### config.mk
export PLATFORM = sky130hd
export DESIGN_NAME = blksum_top
export DESIGN_NICKNAME = d
export VERILOG_FILES = /design/src/rtl/blksum_pkg.sv /design/src/rtl/blksum_rst_sync.sv /design/src/rtl/blksum_ctrl.sv /design/src/rtl/blksum_addr.sv /design/src/rtl/blksum_acc.sv /design/src/rtl/blksum_top.sv
export SDC_FILE = /design/constraint.sdc
export NUM_CORES = 1
export LEC_CHECK = 0
export BUFFER_PORTS_ARGS = -buffer_cell sky130_fd_sc_hd__buf_4
export CAP_MARGIN = 10
export CORE_MARGIN = 2
export CORE_UTILIZATION = 35
export CTS_CLUSTER_SIZE = 25
export DETAILED_ROUTE_END_ITERATION = 6
export PLACE_DENSITY_LB_ADDON = 0.12
export SKIP_CTS_REPAIR_TIMING = 1
export SLEW_MARGIN = 30
export SYNTH_ARGS = -nofsm -noshare
export SYNTH_HDL_FRONTEND = slang
export SYNTH_SLANG_ARGS = --single-unit
export TNS_END_PERCENT = 100
### constraint.sdc
create_clock -name clk -period 1.06 [get_ports clk]
set_input_delay 0 -clock clk [delete_from_list [all_inputs] [get_ports clk]]
set_output_delay 0 -clock clk [all_outputs]
set_load 0.02 [all_outputs]
### src/rtl/blksum_pkg.sv
package blksum_pkg;
  typedef enum logic [1:0] {
    ST_IDLE  = 2'd0,
    ST_RUN   = 2'd1,
    ST_DRAIN = 2'd2,
    ST_DONE  = 2'd3
  } bs_state_e;
endpackage

### src/rtl/blksum_rst_sync.sv
module blksum_rst_sync #(
  parameter int STAGES = 2
) (
  input  logic clk,
  input  logic rst_n,
  output logic rst_sync_n
);
  logic [STAGES-1:0] sync_q;

  always_ff @(posedge clk or negedge rst_n) begin
    if (!rst_n) sync_q <= '0;
    else        sync_q <= {sync_q[STAGES-2:0], 1'b1};
  end

  assign rst_sync_n = sync_q[STAGES-1];
endmodule

### src/rtl/blksum_ctrl.sv
module blksum_ctrl
  import blksum_pkg::*;
#(
  parameter int CNT_W = 6
) (
  input  logic             clk,
  input  logic             rst_n,
  input  logic             start_i,
  input  logic [CNT_W-1:0] count_i,
  output bs_state_e        state_o,
  output logic             load_o,
  output logic             issue_o
);
  bs_state_e        state_q, state_d;
  logic [CNT_W-1:0] rem_q, rem_d;
  logic             rem_en;

  always_comb begin
    state_d = state_q;
    rem_d   = rem_q;
    rem_en  = 1'b0;
    load_o  = 1'b0;
    unique case (state_q)
      ST_IDLE, ST_DONE: begin
        if (start_i) begin
          load_o  = 1'b1;
          rem_en  = 1'b1;
          rem_d   = count_i;
          state_d = (count_i == '0) ? ST_DONE : ST_RUN;
        end
      end
      ST_RUN: begin
        rem_en = 1'b1;
        rem_d  = rem_q - 1'b1;
        if (rem_q == CNT_W'(1)) state_d = ST_DRAIN;
      end
      ST_DRAIN: state_d = ST_DONE;
      default:  state_d = ST_IDLE;
    endcase
  end

  always_ff @(posedge clk or negedge rst_n) begin
    if (!rst_n) begin
      state_q <= ST_IDLE;
      rem_q   <= '0;
    end else begin
      state_q <= state_d;
      if (rem_en) rem_q <= rem_d;
    end
  end

  assign state_o = state_q;
  assign issue_o = (state_q == ST_RUN);
endmodule

### src/rtl/blksum_addr.sv
module blksum_addr #(
  parameter int ADDR_W = 10
) (
  input  logic              clk,
  input  logic              rst_n,
  input  logic              load_i,
  input  logic [ADDR_W-1:0] base_i,
  input  logic              step_i,
  output logic [ADDR_W-1:0] addr_o
);
  logic [ADDR_W-1:0] addr_q, addr_d;
  logic              addr_en;

  always_comb begin
    addr_en = load_i | step_i;
    addr_d  = load_i ? base_i : addr_q + 1'b1;
  end

  always_ff @(posedge clk or negedge rst_n) begin
    if (!rst_n)       addr_q <= '0;
    else if (addr_en) addr_q <= addr_d;
  end

  assign addr_o = addr_q;
endmodule

### src/rtl/blksum_acc.sv
module blksum_acc #(
  parameter int DATA_W = 6,
  parameter int ACC_W  = 12
) (
  input  logic              clk,
  input  logic              rst_n,
  input  logic              clr_i,
  input  logic              issue_i,
  input  logic [DATA_W-1:0] data_i,
  output logic [ACC_W-1:0]  acc_o
);
  logic             vld_q;
  logic [ACC_W-1:0] acc_q, acc_d;
  logic             acc_en;

  always_comb begin
    acc_en = clr_i | vld_q;
    acc_d  = clr_i ? '0 : acc_q + ACC_W'(data_i);
  end

  always_ff @(posedge clk or negedge rst_n) begin
    if (!rst_n) begin
      vld_q <= 1'b0;
      acc_q <= '0;
    end else begin
      vld_q <= issue_i;
      if (acc_en) acc_q <= acc_d;
    end
  end

  assign acc_o = acc_q;
endmodule

### src/rtl/blksum_top.sv
module blksum_top
  import blksum_pkg::*;
#(
  parameter int ADDR_W = 10,
  parameter int DATA_W = 6,
  parameter int CNT_W  = 6,
  localparam int ACC_W = DATA_W + CNT_W
) (
  input  logic              clk,
  input  logic              rst_n,
  input  logic              start_i,
  input  logic [ADDR_W-1:0] base_i,
  input  logic [CNT_W-1:0]  count_i,
  output logic [ADDR_W-1:0] ram_addr_o,
  output logic              ram_re_o,
  input  logic [DATA_W-1:0] ram_data_i,
  output logic [ACC_W-1:0]  acc_o,
  output logic              busy_o,
  output logic              done_o,
  output logic              zero_o
);
  logic      rst_int_n;
  bs_state_e state;
  logic      load, issue;

  blksum_rst_sync #(.STAGES(2)) u_rst (
    .clk(clk), .rst_n(rst_n), .rst_sync_n(rst_int_n)
  );

  blksum_ctrl #(.CNT_W(CNT_W)) u_ctrl (
    .clk(clk), .rst_n(rst_int_n), .start_i(start_i), .count_i(count_i),
    .state_o(state), .load_o(load), .issue_o(issue)
  );

  blksum_addr #(.ADDR_W(ADDR_W)) u_addr (
    .clk(clk), .rst_n(rst_int_n), .load_i(load), .base_i(base_i),
    .step_i(issue), .addr_o(ram_addr_o)
  );

  blksum_acc #(.DATA_W(DATA_W), .ACC_W(ACC_W)) u_acc (
    .clk(clk), .rst_n(rst_int_n), .clr_i(load), .issue_i(issue),
    .data_i(ram_data_i), .acc_o(acc_o)
  );

  assign ram_re_o = issue;
  assign busy_o   = (state == ST_RUN) || (state == ST_DRAIN);
  assign done_o   = (state == ST_DONE);
  assign zero_o   = done_o && (acc_o == '0);
endmodule

Word-level counts from Yosys, hierarchy flattened. Cells that the tools add are included. W data, S select, Z words.

Bits in registers: 33. Latch bits: 0. RAM bits: 0. Memory bits (read-only): 0. Input port bits: 25. Word-level logic and storage cells: 37. Memories kept: 0.

Add/sub/neg operators: 3. Multiply operators: 0. Div/mod/pow operators: 0. Magnitude comparators: 0. Equality and inequality tests: 6. Shifts and indexed selects: 0. Muxes and demuxes: 11. Bitwise gates (word level): 2. Reduce and logical (&&, ||, !) cells: 9.

Operators with widths (count): $add A12 B6 Y12 (1); $logic_not A12 Y1 (1); $mux W12 (1); $pmux W6 S2 (1); $add A10 B1 Y10 const B (1); $mux W10 (1); $eq A6 B1 Y1 const B (1); $logic_not A6 Y1 (1); $mux W2 (3); $mux W6 (1); $pmux W2 S3 (1); $sub A6 B1 Y6 const B (1); $eq A2 B2 Y1 const B (2); $ne A2 B2 Y1 const B (2); $reduce_and A3 Y1 (1); $eq A2 B1 Y1 const B (1); $logic_not A2 Y1 (1); $mux W1 (2); $or A1 B1 Y1 (2); $pmux W1 S2 (1); $reduce_and A2 Y1 (1); $reduce_bool A2 Y1 (1); $reduce_or A2 Y1 (1); $logic_and A1 B1 Y1 (1); $logic_or A1 B1 Y1 (1).

Logic depth before layout (Yosys ltp).
Depth after elaboration: 4. Mapped depth: 8. Depth with buffers taken out: 7.

By module. A second synthesis with hierarchy kept.

Cell total of the unflattened synthesis: 218. Area, all modules: 2044.5 sq um.

By module, submodules not included: blksum_acc (times used 1, cells each 76, area each 778.2 sq um, seq. area each 325.3 sq um); blksum_ctrl (times used 1, cells each 72, area each 600.6 sq um, seq. area each 200.2 sq um); blksum_addr (times used 1, cells each 61, area each 566.8 sq um, seq. area each 250.2 sq um); blksum_rst_sync (times used 1, cells each 3, area each 53.8 sq um, seq. area each 50.0 sq um); blksum_top (times used 1, cells each 6, area each 45.0 sq um, seq. area each 0.0 sq um).

Least setup slack after synthesis. Ideal clock, no wire load.

Path type: register -> register. From: register u_acc.acc_q[0], in the netlist u_acc.acc_o[0]. To: register u_acc.acc_q[8], in the netlist u_acc.acc_o[8]. Data arrival time: 1.890 ns. Required time: 0.984 ns. Path slack: -0.907 ns. Cell stages (with the launch flop): 8. Buffers on the path: 0. Period minus slack after synthesis: 1.967 ns. Cell sequence: dfrtp_1 -> ha_1 -> inv_1 -> fa_1 -> and2b_1 -> o31ai_2 -> a2111o_1 -> o21ai_1.

Word-level cells in the longest chain between the ends: 2.

RTL lines: from (decl) (line blksum_acc.sv:13) `logic [ACC_W-1:0] acc_q, acc_d;`; from (signal assigned) (line blksum_acc.sv:24) `acc_q <= '0;`; from (signal assigned) (line blksum_acc.sv:27) `if (acc_en) acc_q <= acc_d;`; $add A12 B6 Y12 (line blksum_acc.sv:18) `acc_d = clr_i ? '0 : acc_q + ACC_W'(data_i);`; $mux W12 (line blksum_acc.sv:18).

No other way between the ends. A chain may end at the register's enable or synchronous reset.

Worst setup path in the final report.
From: register u_acc.acc_q[0], in the netlist u_acc.acc_o[0]. To: register u_acc.acc_q[6], in the netlist u_acc.acc_o[6].

Same word-level chain as after synthesis.

==> impl_metrics.env <==
export IMPL_antenna_found_initial=0
export IMPL_hold_path_class="primary input to register"
export IMPL_clkPwrFrac_pct=9.8
export IMPL_core_area_sq_mm=0.00589
export IMPL_slew_viol_final=0
export IMPL_worst_r2r_setup_slack_ps=-710
export IMPL_area_growth_pct=83.0
export IMPL_worstSetupPathType="register to register"
export IMPL_hold_ws_ps=7.20
export IMPL_drt_iter0_drc=45
export IMPL_endpoint_kind="register"
export IMPL_design_die_area_sq_mm=0.00671
export IMPL_synthArstFlopShare_pct=100
export IMPL_grt_max_degree=23
export IMPL_grt_pass1_wl_mm=9.47
export IMPL_ys_warn_count=0
export IMPL_diodes=0
export IMPL_wire_per_inst_um=14.4
export IMPL_synth_area_leaders="dfrtp_1, ha_1, nand2_1"
export IMPL_status="finished with violations"
export IMPL_path_clk_slew_ps=80
export IMPL_mostFrequentLayoutCells="buf_4, dfrtp_1, nand2_1, o21ai_1, buf_6"
export IMPL_total_leakage_power_nw=1.72
export IMPL_seq_area_frac_synth_pct=38.8
export IMPL_violations="negative setup slack"
export IMPL_ys_types=55
export IMPL_die_h_um=81.9
export IMPL_yosysTopAreaCell="dfrtp_1"
export IMPL_clock_latency_ps=290
export IMPL_power_density_mw_per_mm2=2850
export IMPL_finalSetupViolCount=35
export IMPL_die_w_um=81.9
export IMPL_path_cells="ha_4 -> inv_2 -> fa_2 -> and2b_2 -> o31ai_4 -> a2111o_1 -> o21ai_1"
export IMPL_power_frac_comb_pct=71.3
export IMPL_finalHoldViolations=0
export IMPL_skew_ps=5.68
export IMPL_num_rows=28
export IMPL_ios=51
export IMPL_ys_ff_latch=33
export IMPL_cts_max_level=2
export IMPL_cts_tree="yes"
export IMPL_post_route_util_pct=66.1
export IMPL_p_sw_share_pct=41.4
export IMPL_crit_fanout=6
export IMPL_drive_gt1_share_pct=55.3
export IMPL_drv_cap=0
export IMPL_power_mw=11.1
export IMPL_cts_buffers=5
export IMPL_syn_num_nets=275
export IMPL_crit_slowest_cell="a2111o_1"
export IMPL_nNetsFinal=408
export IMPL_synth_ff_type="dfrtp_1"
export IMPL_required_ps=1280
export IMPL_critPathBufInv=1
export IMPL_grt_pass1_vias=2093
export IMPL_clock_path_buffers=2
export IMPL_cpLargestDelayFamily="compound AO/OA/AOI/OAI gates"
export IMPL_postSynthAreaPerCell_sq_um=8.97
export IMPL_gp_congestion=0.836
export IMPL_post_route_drc_count=0
export IMPL_setup_slack_ps=-714
export IMPL_cp_start_kind="register"
export IMPL_p_switching_mw=4.60
export IMPL_wl_mm=6.42
export IMPL_p_seq_share_pct=18.9
export IMPL_synth_edf_count=0
export IMPL_io_buffers=50
export IMPL_vias=2283
export IMPL_grt_total_usage_pct=18.2
export IMPL_firstDrtPassIters=4
export IMPL_syn_cell_area_sq_mm=0.00213
export IMPL_max_stage_delay_ps=410
export IMPL_syn_inst=237
export IMPL_dp_hpwl_mm=4.63
export IMPL_grt_overflow_total=0
export IMPL_synth_top_area_share_pct=38.8
export IMPL_final_common_cell="buf_4"
export IMPL_initial_core_util_pct=36.1
export IMPL_timing_final_crit_share_pct=167
export IMPL_cts_root_buffer="clkbuf_8"
export IMPL_arrival_ps=1990
export IMPL_intPower_mw=6.50
export IMPL_clock_sinks=33
export IMPL_peakVddDrop_uv=2210
export IMPL_ant_nets=0
export IMPL_vias_per_cell=5.12
export IMPL_timing_fmax_mhz=564
export IMPL_min_period_ps=1770
export IMPL_rsz0062_at_grt="true"
[cell families after synthesis]
kind of cell             count (synthesis)  synth area share, %
AND/OR/NAND/NOR                         82                 19.4
AO/OA/AOI/OAI                           67                 20.9
flip-flops                              33                 38.8
buffers and inverters                   25                 5.71
adder cells (fa/ha/maj)                 13                 8.00
XOR/XNOR                                10                 4.12
multiplexers                             6                 2.83
other                                    1                0.176
[through the flow]
stage,worst slack (ps),setup TNS [ps],instance area [sq um],cells
final,-714,-16580,3890,446
after global routing,-761,-18600,3890,446
after CTS,-814,-15300,3330,424
after detailed placement,-698,-13780,3230,416
after global placement,-674,-13330,3230,416
after floorplan,-718,-11820,2380,237
[worst reg2reg max path: stages, from the launching register on]
cell	delay, ps
dfrtp_2	390
ha_4	140
inv_2	30
fa_2	320
and2b_2	260
o31ai_4	90
a2111o_1	410
o21ai_1	70
[path summary, 6_finish.rpt]
| path | from | cells past startpoint | end |
|---|---|---|---|
| setup reg to reg | u_acc.acc_o[0]$_DFFE_PN0P_ | 7 | u_acc.acc_o[6]$_DFFE_PN0P_ |
| max in group asynchronous | u_rst.sync_q[1]$_DFF_PN0_ | 1 | u_acc.acc_o[4]$_DFFE_PN0P_ |
| setup / recovery | u_acc.acc_o[0]$_DFFE_PN0P_ | 7 | u_acc.acc_o[6]$_DFFE_PN0P_ |
| hold reg to reg | u_rst.sync_q[1]$_DFF_PN0_ | 1 | u_acc.acc_o[1]$_DFFE_PN0P_ |
| min in group asynchronous | rst_n | 2 | u_rst.sync_q[0]$_DFF_PN0_ |
| hold / removal | start_i | 2 | u_ctrl.rem_q[2]$_DFFE_PN0P_ |
[layout make-up]
| class | count | area [sq um] |
|---|---|---|
| sequential | 33 | 835 |
| timing repair buffer | 136 | 1210 |
| fill | 484 | 2000 |
| inverter | 15 | 63.8 |
| clock buffer | 7 | 96.3 |
| multi-input combinational | 179 | 1590 |
| tap | 75 | 93.8 |
| clock inverter | 1 | 5.00 |
[synth_stat cells (all sizes together), types with 6 or more instances]
cell,instances
dfrtp,33
nand2,29
o21ai,25
a21oi,17
inv,15
nor2,13
ha,12
nand3,8
buf,7
mux2i,6
nor3,6
xnor2,6
[layer usage]
metal | up-vias | routed length, um | track usage, %
met5 | - | 0 | 0
met3 | 6 | 271 | 3.85
met4 | 0 | 49 | 4.17
li1 | 1117 | - | -
met1 | 1105 | 2830 | 23.9
met2 | 55 | 3270 | 30.7
[flip-flops by register name, indices dropped and copies added (netlist names)]
name	flops
u_ctrl.state_o	2
u_rst.sync_q	2
u_acc.acc_o	12
u_addr.addr_o	10
u_ctrl.rem_q	6
u_acc.vld_q	1
[power groups by stage]
stage	registers (mW)	logic (mW)	clock network (mW)
detailed placement	2.12	6.18	0
CTS	2.09	6.20	1.12
global route	2.15	8.55	1.18
floorplan	2.63	3.18	0
finish	2.09	7.92	1.09
global placement	2.11	6.11	0
No activity file was read; power rests on OpenSTA's default activity.
